**src/rtl/clkdiv_pkg.sv**
```systemverilog
package clkdiv_pkg;

    localparam int CNT_W = 5;

    typedef enum logic [1:0] {CH_A = 2'd0, CH_B = 2'd1, CH_C = 2'd2, CH_FB = 2'd3} chan_e;
    typedef enum logic [1:0] {DV_IDLE, DV_HIGH, DV_LOW} div_state_e;
    typedef enum logic [1:0] {TS_SYNC1, TS_SYNC2, TS_RUN} top_state_e;

    // Half period in input cycles for a channel, code and prescale setting.
    function automatic logic [CNT_W-1:0] half_len(input chan_e ch, input logic bypass,
                                                  input logic [2:0] code);
        logic [CNT_W-1:0] h;
        h = CNT_W'(2);
        unique case (ch)
            CH_A: begin
                unique case (code[1:0])
                    2'd0: h = CNT_W'(2);
                    2'd1: h = CNT_W'(3);
                    2'd2: h = CNT_W'(4);
                    2'd3: h = CNT_W'(6);
                endcase
            end
            CH_B: begin
                unique case (code[1:0])
                    2'd0: h = CNT_W'(2);
                    2'd1: h = CNT_W'(3);
                    2'd2: h = CNT_W'(4);
                    2'd3: h = CNT_W'(5);
                endcase
            end
            CH_C: begin
                unique case (code[1:0])
                    2'd0: h = CNT_W'(1);
                    2'd1: h = CNT_W'(2);
                    2'd2: h = CNT_W'(3);
                    2'd3: h = CNT_W'(4);
                endcase
            end
            CH_FB: begin
                unique case (code)
                    3'd0: h = CNT_W'(2);
                    3'd1: h = CNT_W'(3);
                    3'd2: h = CNT_W'(4);
                    3'd3: h = CNT_W'(5);
                    3'd4: h = CNT_W'(4);
                    3'd5: h = CNT_W'(6);
                    3'd6: h = CNT_W'(8);
                    3'd7: h = CNT_W'(10);
                endcase
            end
        endcase
        return bypass ? h : (h << 1);
    endfunction

endpackage

```
**src/rtl/clkdiv_sync.sv**
```systemverilog
module clkdiv_sync #(
    parameter int W = 8
) (
    input  logic         clk,
    input  logic         rst_n,
    input  logic [W-1:0] d,
    output logic [W-1:0] q
);

    logic [W-1:0] stage1_q;

    always_ff @(posedge clk or negedge rst_n) begin
        if (!rst_n) begin
            stage1_q <= '0;
            q        <= '0;
        end else begin
            stage1_q <= d;
            q        <= stage1_q;
        end
    end

endmodule

```
**src/rtl/clkdiv_chan.sv**
```systemverilog
module clkdiv_chan
    import clkdiv_pkg::*;
#(
    parameter int CW = CNT_W
) (
    input  logic          clk,
    input  logic          rst_n,
    input  logic          run,
    input  logic [CW-1:0] half_new,
    output logic          div_o
);

    div_state_e    st_q, st_d;
    logic [CW-1:0] cnt_q, cnt_d;
    logic [CW-1:0] half_q, half_d;

    // State register
    always_ff @(posedge clk or negedge rst_n) begin
        if (!rst_n) begin
            st_q   <= DV_IDLE;
            cnt_q  <= '0;
            half_q <= '0;
        end else begin
            st_q   <= st_d;
            cnt_q  <= cnt_d;
            half_q <= half_d;
        end
    end

    // Next state: a ratio is taken only when a new period begins
    always_comb begin
        st_d   = st_q;
        cnt_d  = cnt_q;
        half_d = half_q;
        unique case (st_q)
            DV_IDLE: begin
                if (run) begin
                    st_d   = DV_HIGH;
                    half_d = half_new;
                    cnt_d  = half_new - CW'(1);
                end
            end
            DV_HIGH: begin
                if (cnt_q == '0) begin
                    st_d  = DV_LOW;
                    cnt_d = half_q - CW'(1);
                end else begin
                    cnt_d = cnt_q - CW'(1);
                end
            end
            DV_LOW: begin
                if (cnt_q == '0) begin
                    st_d   = DV_HIGH;
                    half_d = half_new;
                    cnt_d  = half_new - CW'(1);
                end else begin
                    cnt_d = cnt_q - CW'(1);
                end
            end
            default: st_d = DV_IDLE;
        endcase
    end

    // Output
    always_comb begin
        div_o = (st_q == DV_HIGH);
    end

    // latched ratio only moves on the edge that starts a high phase
    a_r6_adopt_at_rise: assert property (@(posedge clk) disable iff (!rst_n)
        (half_q != $past(half_q)) |-> $rose(div_o));

    // countdown stays within the latched half period
    a_r5_count_in_range: assert property (@(posedge clk) disable iff (!rst_n)
        (st_q != DV_IDLE) |-> (cnt_q < half_q));

endmodule

```
**src/rtl/clkdiv_banks.sv**
```systemverilog
module clkdiv_banks
    import clkdiv_pkg::*;
#(
    parameter int N_OUT     = 4,
    parameter int INV_FIRST = 2
) (
    input  logic             clk,
    input  logic             rst_n,
    input  logic             bypass_pre,
    input  logic [1:0]       sel_a,
    input  logic [1:0]       sel_b,
    input  logic [1:0]       sel_c,
    input  logic [2:0]       sel_fb,
    input  logic             inv_c,
    output logic [N_OUT-1:0] qa,
    output logic [N_OUT-1:0] qb,
    output logic [N_OUT-1:0] qc,
    output logic             fb_out
);

    localparam int CW     = CNT_W;
    localparam int SEL_W  = 2;
    localparam int FBS_W  = 3;
    localparam int N_CH   = 4;
    localparam int SYNC_W = 3 * SEL_W + FBS_W + 2;

    logic [SYNC_W-1:0] raw_sel, syn_sel;
    logic [2:0]        code [N_CH];
    logic              pre_s, inv_s;

    assign raw_sel = {inv_c, bypass_pre, sel_fb, sel_c, sel_b, sel_a};

    clkdiv_sync #(.W(SYNC_W)) u_sync (
        .clk   (clk),
        .rst_n (rst_n),
        .d     (raw_sel),
        .q     (syn_sel)
    );

    assign code[CH_A]  = {1'b0, syn_sel[1:0]};
    assign code[CH_B]  = {1'b0, syn_sel[3:2]};
    assign code[CH_C]  = {1'b0, syn_sel[5:4]};
    assign code[CH_FB] = syn_sel[8:6];
    assign pre_s       = syn_sel[9];
    assign inv_s       = syn_sel[10];

    // Start sequencer
    top_state_e ts_q, ts_d;
    logic       run;

    always_ff @(posedge clk or negedge rst_n) begin
        if (!rst_n) ts_q <= TS_SYNC1;
        else        ts_q <= ts_d;
    end

    always_comb begin
        ts_d = ts_q;
        unique case (ts_q)
            TS_SYNC1: ts_d = TS_SYNC2;
            TS_SYNC2: ts_d = TS_RUN;
            TS_RUN:   ts_d = TS_RUN;
            default:  ts_d = TS_SYNC1;
        endcase
    end

    assign run = (ts_q == TS_RUN);

    // Dividers
    logic [N_CH-1:0] div;

    for (genvar ch = 0; ch < N_CH; ch++) begin : g_chan
        logic [CW-1:0] half_new;
        assign half_new = half_len(chan_e'(ch), pre_s, code[ch]);
        clkdiv_chan #(.CW(CW)) u_chan (
            .clk      (clk),
            .rst_n    (rst_n),
            .run      (run),
            .half_new (half_new),
            .div_o    (div[ch])
        );
    end

    // Output stage: one register level for every output, inverted or not
    logic [N_OUT-1:0] qc_d;

    for (genvar i = 0; i < N_OUT; i++) begin : g_cout
        if (i >= INV_FIRST) begin : g_inv
            assign qc_d[i] = div[CH_C] ^ inv_s;
        end else begin : g_pass
            assign qc_d[i] = div[CH_C];
        end
    end

    always_ff @(posedge clk or negedge rst_n) begin
        if (!rst_n) begin
            qa     <= '0;
            qb     <= '0;
            qc     <= '0;
            fb_out <= 1'b0;
        end else begin
            qa     <= {N_OUT{div[CH_A]}};
            qb     <= {N_OUT{div[CH_B]}};
            qc     <= qc_d;
            fb_out <= div[CH_FB];
        end
    end

    // outputs low under reset
    a_r8_reset_low: assert property (@(posedge clk)
        !rst_n |-> (qa == '0 && qb == '0 && qc == '0 && !fb_out));

    // bank outputs identical
    a_r9_bank_a_same: assert property (@(posedge clk) disable iff (!rst_n)
        ($countones(qa) == 0) || ($countones(qa) == N_OUT));
    a_r9_bank_b_same: assert property (@(posedge clk) disable iff (!rst_n)
        ($countones(qb) == 0) || ($countones(qb) == N_OUT));

    // bank C splits into two groups of equal outputs
    a_r7_c_groups: assert property (@(posedge clk) disable iff (!rst_n)
        (($countones(qc[INV_FIRST-1:0]) == 0) || ($countones(qc[INV_FIRST-1:0]) == INV_FIRST)) &&
        (($countones(qc[N_OUT-1:INV_FIRST]) == 0) ||
         ($countones(qc[N_OUT-1:INV_FIRST]) == N_OUT - INV_FIRST)));

endmodule

```
**config.mk**
```make
export PLATFORM = sky130hd
export DESIGN_NAME = clkdiv_banks
export DESIGN_NICKNAME = d
export VERILOG_FILES = /design/src/rtl/clkdiv_pkg.sv /design/src/rtl/clkdiv_sync.sv /design/src/rtl/clkdiv_chan.sv /design/src/rtl/clkdiv_banks.sv
export SDC_FILE = /design/constraint.sdc
export NUM_CORES = 1
export LEC_CHECK = 0
export ABC_CLOCK_PERIOD_IN_PS = 4200
export CAP_MARGIN = 40
export CORE_MARGIN = 1.5
export CORE_UTILIZATION = 42
export DETAILED_ROUTE_END_ITERATION = 10
export SYNTH_ARGS = -nofsm -noshare
export SYNTH_HDL_FRONTEND = slang
export SYNTH_SLANG_ARGS = --single-unit
```
**constraint.sdc**
```tcl
create_clock -name clk -period 4.2 [get_ports clk]
set_input_delay 0.84 -clock clk [delete_from_list [all_inputs] [get_ports clk]]
set_output_delay 0.84 -clock clk [all_outputs]
set_load 0.005 [all_outputs]
```
# Word-level counts from Yosys, hierarchy flattened
# Memory sizes are Yosys's and may differ from the RTL's.
# Cells that the tools add are included.
# totals
rom_bits,32
register_bits,78
wordCells,146
out_inout_bits,13
inputBits,13
n_memories,1
# classes
addsub,12
n_eq_ne,31
muxes,49
n_bitwise,1
n_reduce_logical,33
# memory_table
memory,words,width,read_ports,rd_clocked_by_memory_dff,write_ports,line_no,rtl
(name not given),8,4,1,0,0,clkdiv_pkg.sv:40,unique case (code)
# ops
cell,count
5-bit two-way mux,24
5-bit one-hot mux with 3 select lines,4
5-bit one-hot mux with 4 select lines,3
5-bit by 1-bit subtractor with 5-bit output (second input constant),12
5-bit one-hot mux with 2 select lines,4
2-bit one-hot mux with 3 select lines,4
3-bit AND reduction,8
2-bit equality test (second input constant),11
5-bit logical NOT,4
2-bit two-way mux,9
2-bit by 1-bit equality test with 1-bit output (second input constant),8
2-bit logical NOT,8
2-bit inequality test (second input constant),7
3-bit nonzero test,4
2-bit by 1-bit inequality test with 1-bit output (second input constant),5
2-bit AND reduction,4
2-bit nonzero test,4
2-bit one-hot mux with 2 select lines,1
2-bit OR reduction,1
1-bit bitwise XOR,1

# Longest topological paths before layout
# depth
ltp_word,6
ltp_mapped,10
depth_no_buf,8

# Cells and area by module
# Synthesis repeated with hierarchy kept, for this count alone.
# hier_totals
hier_cells,470
area_unflattened_um2,4707.0
# modules_own_cells
module,area_each_um2,n_inst,seq_area_each_um2,cells_each
clkdiv_chan,904.6,4,300.3,98
clkdiv_sync,550.5,1,550.5,22
clkdiv_banks,538.0,1,175.2,56

# Worst setup path before layout
# OpenSTA, ideal clock, no wires.
# synth_path
path_type,register to register
startpoint,register g_chan[1].u_chan.cnt_q[0]
endpoint,register g_chan[1].u_chan.half_q[2]
path_stages_with_launch,8
slack_ns,2.121
arrival_time_ns,1.955
synth_period_minus_slack_ns,2.079
t_required_ns,4.075
setup_ns,0.125
path_buffers,1
cell_sequence,dfrtp_1 -> inv_1 -> ha_1 -> or4b_1 -> buf_2 -> a21oi_1 -> o21a_2 -> mux2_2
# synth_between
elab_chain_cells,3
# synth_rtl
element,line_no,rtl
start: declaration,clkdiv_chan.sv:14,"logic [CW-1:0] cnt_q, cnt_d;"
start signal: assignment,clkdiv_chan.sv:25,cnt_q <= cnt_d;
5-bit logical NOT,clkdiv_chan.sv:52,if (cnt_q == '0) begin
2-bit by 1-bit inequality test with 1-bit output (no source line),n/a,
3-bit AND reduction (no source line),n/a,
end signal: assignment,clkdiv_chan.sv:26,half_q <= half_d;
end: declaration,clkdiv_chan.sv:15,"logic [CW-1:0] half_q, half_d;"
# No other way between the ends.
# A chain may end at the register's enable or synchronous reset.

# Worst setup path after layout
# layout_path
startpoint,register u_sync.q[9]
endpoint,register g_chan[1].u_chan.cnt_q[2]
# layout_between
elab_chain_cells,4
word_cells_on_any_way,5
classes_between,add/sub: 1; mux: 4
# layout_rtl
element,line_no,rtl
start: declaration,clkdiv_sync.sv:7,output logic [W-1:0] q
start signal: assignment,clkdiv_sync.sv:18,q <= stage1_q;
5-bit two-way mux *,clkdiv_pkg.sv:52,return bypass ? h : (h << 1);
5-bit by 1-bit subtractor with 5-bit output *,"clkdiv_chan.sv:40, clkdiv_chan.sv:55",
5-bit two-way mux (on tied branches),"clkdiv_chan.sv:52, clkdiv_chan.sv:37",
5-bit one-hot mux with 3 select lines *,clkdiv_chan.sv:35,unique case (st_q)
# Every way passes the cells marked *; elsewhere a longest branch is shown, timed or not. The select of a mux whose other input is x is not followed.

==> key figures <==
Floorplan
  – Core box area: 0.0103 mm2
  – Row count: 37
  – I/O Pins: 26
  – Die Wd: 106 um
  – Die Ht: 106 um
  – Initial Util: 43.3%
  – Die ar.: 0.0113 mm2

Clocking
  – Post-CTS resize count: 0
  – H-tree depth: 3
  – CTS root buf: clkbuf_8
  – CTS Buffer Depth: 2
  – CTS tree: done
  – CTS buffer count: 9
  – Skew-Pair Late Insertion Delay: 0.35 ns
  – Post-CTS setup buffers: 0
  – Sink Count: 74
  – Hold Buf Count CTS: 0
  – Reg clk slew, reported paths: 0.09 ns

Worst setup path
  – Depth of the worst register-to-register path: 8
  – Startpoint Class: flip-flop
  – WP data arrival: 2.68 ns
  – Critical path peak fanout: 22
  – Type of the worst setup path: reg2reg
  – CP required: 4.43 ns
  – Critical Path End Type: flip-flop

Hold path
  – Hold Path Class: reg2reg
  – Hold Crit Depth: 0

Final layout
  – N_diodes: 0
  – Layout area overhead: 12.3%
  – Filler cells: 949
  – Fin area: 0.00502 mm2
  – Share of cells above drive strength 1: 7.38%
  – Final net count: 529

Route
  – DRC: 0
  – DR iter-0 viols: 127
  – Drt pass-1 iters: 4
  – Routed length per instance: 13.9 um
  – Drt total wl: 8700 um
  – Vias: 3,392
  – Via density: 5.44
  – ANT nets after route: 0

Yosys
  – Synth Area per Inst: 9.47 um2
  – Syn Std Cell Area: 0.00447 mm2
  – Cell count after synthesis: 472
  – Sequential cell area fraction in the yosys report: 41.4%
  – Post-synth EDFFs: 0
  – Syn nets: 518
  – Ys async rst share: 100%
  – Flop and latch count out of synthesis: 74
  – Unique masters post-synth: 63
  – Prevailing post-synth register cell: dfrtp_1
  – Synth warnings: 0

STA
  – Final Skew: 0.00908 ns
  – Final TNS setup: 0 ns
  – Slew headroom: 40.2%
  – Final min period: 2.45 ns
  – Setup violators final: 0
  – Hold Fails Final Rpt: 0
  – RSZ-0062 raised after global routing: no
  – Slew Viols, Final: 0
  – Final Cycle Share: 58.4%
  – Max frequency: 0.408 GHz
  – Least-Margin Pin Slew: 0.884 ns

Placed design
  – DP Area: 0.00478 mm2
  – PortBufs: 25
  – Final GP Congestion: 0.812
  – Detail Placement HPWL: 6330 um

Global routing
  – Vias in the first global route: 3,302
  – Largest net degree at the start of global routing: 47
  – GRT Total Usage: 17.0%
  – First-pass GRT wire length: 15,400 um
  – GRT overflow: 0
  – Initial antenna violation count: 0

Pwr
  – Cell Pwr Density: 756 mW/mm2
  – Maximum VDD drop: 0.246 mV
  – Pleak: 0.00222 uW

Outcome
  – Status: finished clean

Flow run
  – Max-Cap Viols: 0
-- kinds of logic after synthesis --
group / synth area share [%]
adders and majority gates: 9.24
xor gates and xnor gates: 3.72
buffers and inverters: 6.83
AOI/OAI and AO/OA: 19.5
muxes: 5.96
and+or+nand+nor: 13.3
DFF: 41.4
-- layer usage --
metal / routed length [um] / part of all wire (%) / track usage [%] / up-vias
li1: - / - / - / 1692
met1: 4300 / 49 / 23.2 / 1628
met2: 4000 / 46 / 26.7 / 56
met3: 224 / 2.6 / 2.76 / 16
met4: 179 / 2.1 / 7.63 / 0
met5: 0 / 0 / 0 / -
-- final cells by class --
class	instances	area, um2	area share (%)
multi-input cells	328	2310	46.1
flip-flops and latches	74	1850	36.9
repair buffers	27	283	5.63
well taps	136	170	3.39
inverters	43	161	3.21
clock buffers	10	128	2.54
clock inverters	6	115	2.29
-- synthesized netlist by cell type (all sizes together) (9+ instances only) --
cell type	instances	area, um2
ha	33	413
dfrtp	74	1850
clkbuf	14	53.8
nor3	15	75.1
nor2	25	93.8
a21oi	32	160
o22ai	10	62.6
nand2	38	143
buf	13	90.1
mux2i	15	150
mux2	10	116
a31oi	9	56.3
o21ai	35	175
inv	43	161
xnor2	11	96.3
-- report_power, final --
group	switching [uW]	internal [uW]	leakage (uW)
combinational	1030	907	0.00120
clock	284	397	0.000117
sequential	225	953	0.000902
-- per-stage QoR --
| stage | total power [uW] | worst slack (ns) | utilization, % | hold WS, ns | instances |
|---|---|---|---|---|---|
| 2_1_floorplan | 2670 | 2.12 | - | 0.331 | 472 |
| 3_3_place_gp | 3070 | 1.94 | 46.0 | 0.332 | 607 |
| 3_5_place_dp | 3110 | 1.77 | 46.3 | 0.335 | 608 |
| 4_1_cts | 3810 | 1.75 | 48.6 | 0.351 | 624 |
| 5_1_grt | 4140 | 1.48 | 48.6 | 0.358 | 624 |
| 6_report | 3800 | 1.75 | 48.6 | 0.349 | 624 |
-- flip-flops by register name, summed over array words and instances (netlist names) --
| signal | count |
|---|---|
| ts_q | 2 |
| u_sync.q | 11 |
| u_sync.stage1_q | 11 |
| fb_out | 1 |
| g_chan.u_chan.cnt_q | 20 |
| g_chan.u_chan.half_q | 17 |
| qb | 1 |
| qc | 2 |
| g_chan.u_chan.st_q | 8 |
| qa | 1 |
-- path summary, 6_finish.rpt --
| kind | from | endpoint | slack [ns] |
|---|---|---|---|
| worst min register to register | u_sync.stage1_q[1] | u_sync.q[1] | 0.35 |
| worst max register to register | u_sync.q[9] | g_chan[1].u_chan.cnt_q[2] | 1.75 |
| worst min-delay path | u_sync.stage1_q[1] | u_sync.q[1] | 0.35 |
| worst max-delay path | u_sync.q[9] | g_chan[1].u_chan.cnt_q[2] | 1.75 |
| max in group asynchronous | rst_n | g_chan[3].u_chan.half_q[1] | 3.24 |
| min in group asynchronous | rst_n | qb[0] | 0.41 |
-- cell usage in the layout, fill, tap and decap left out, types with 3 or more instances in the layout --
cell type and n:
a211oi_1 3, a21oi_1 32, a22oi_1 8, a311oi_1 3
a31oi_1 9, a41oi_1 3, bufinv_16 3, clkbuf_8 9
clkdlybuf4s50_1 24, dfrtp_1 74, ha_1 33, inv_1 43
mux2_2 9, mux2i_1 15, nand2_1 38, nand2b_1 5
nand3_1 3, nor2_1 25, nor2b_1 8, nor3_1 15
nor3b_1 4, nor4_1 4, nor4b_1 4, o21ai_0 34
o22ai_1 10, or4b_1 3, xnor2_1 11, xor2_1 8
-- critical path, cell delays in order, from the launching register on --
cell     delay, ns
dfrtp_1       0.78
inv_1         0.36
nor2_1        0.30
a21oi_1       0.11
ha_1          0.25
xnor2_1       0.20
a21oi_1       0.06
a41oi_1       0.17
o22ai_1       0.10
(Power assumes the default switching activity.)
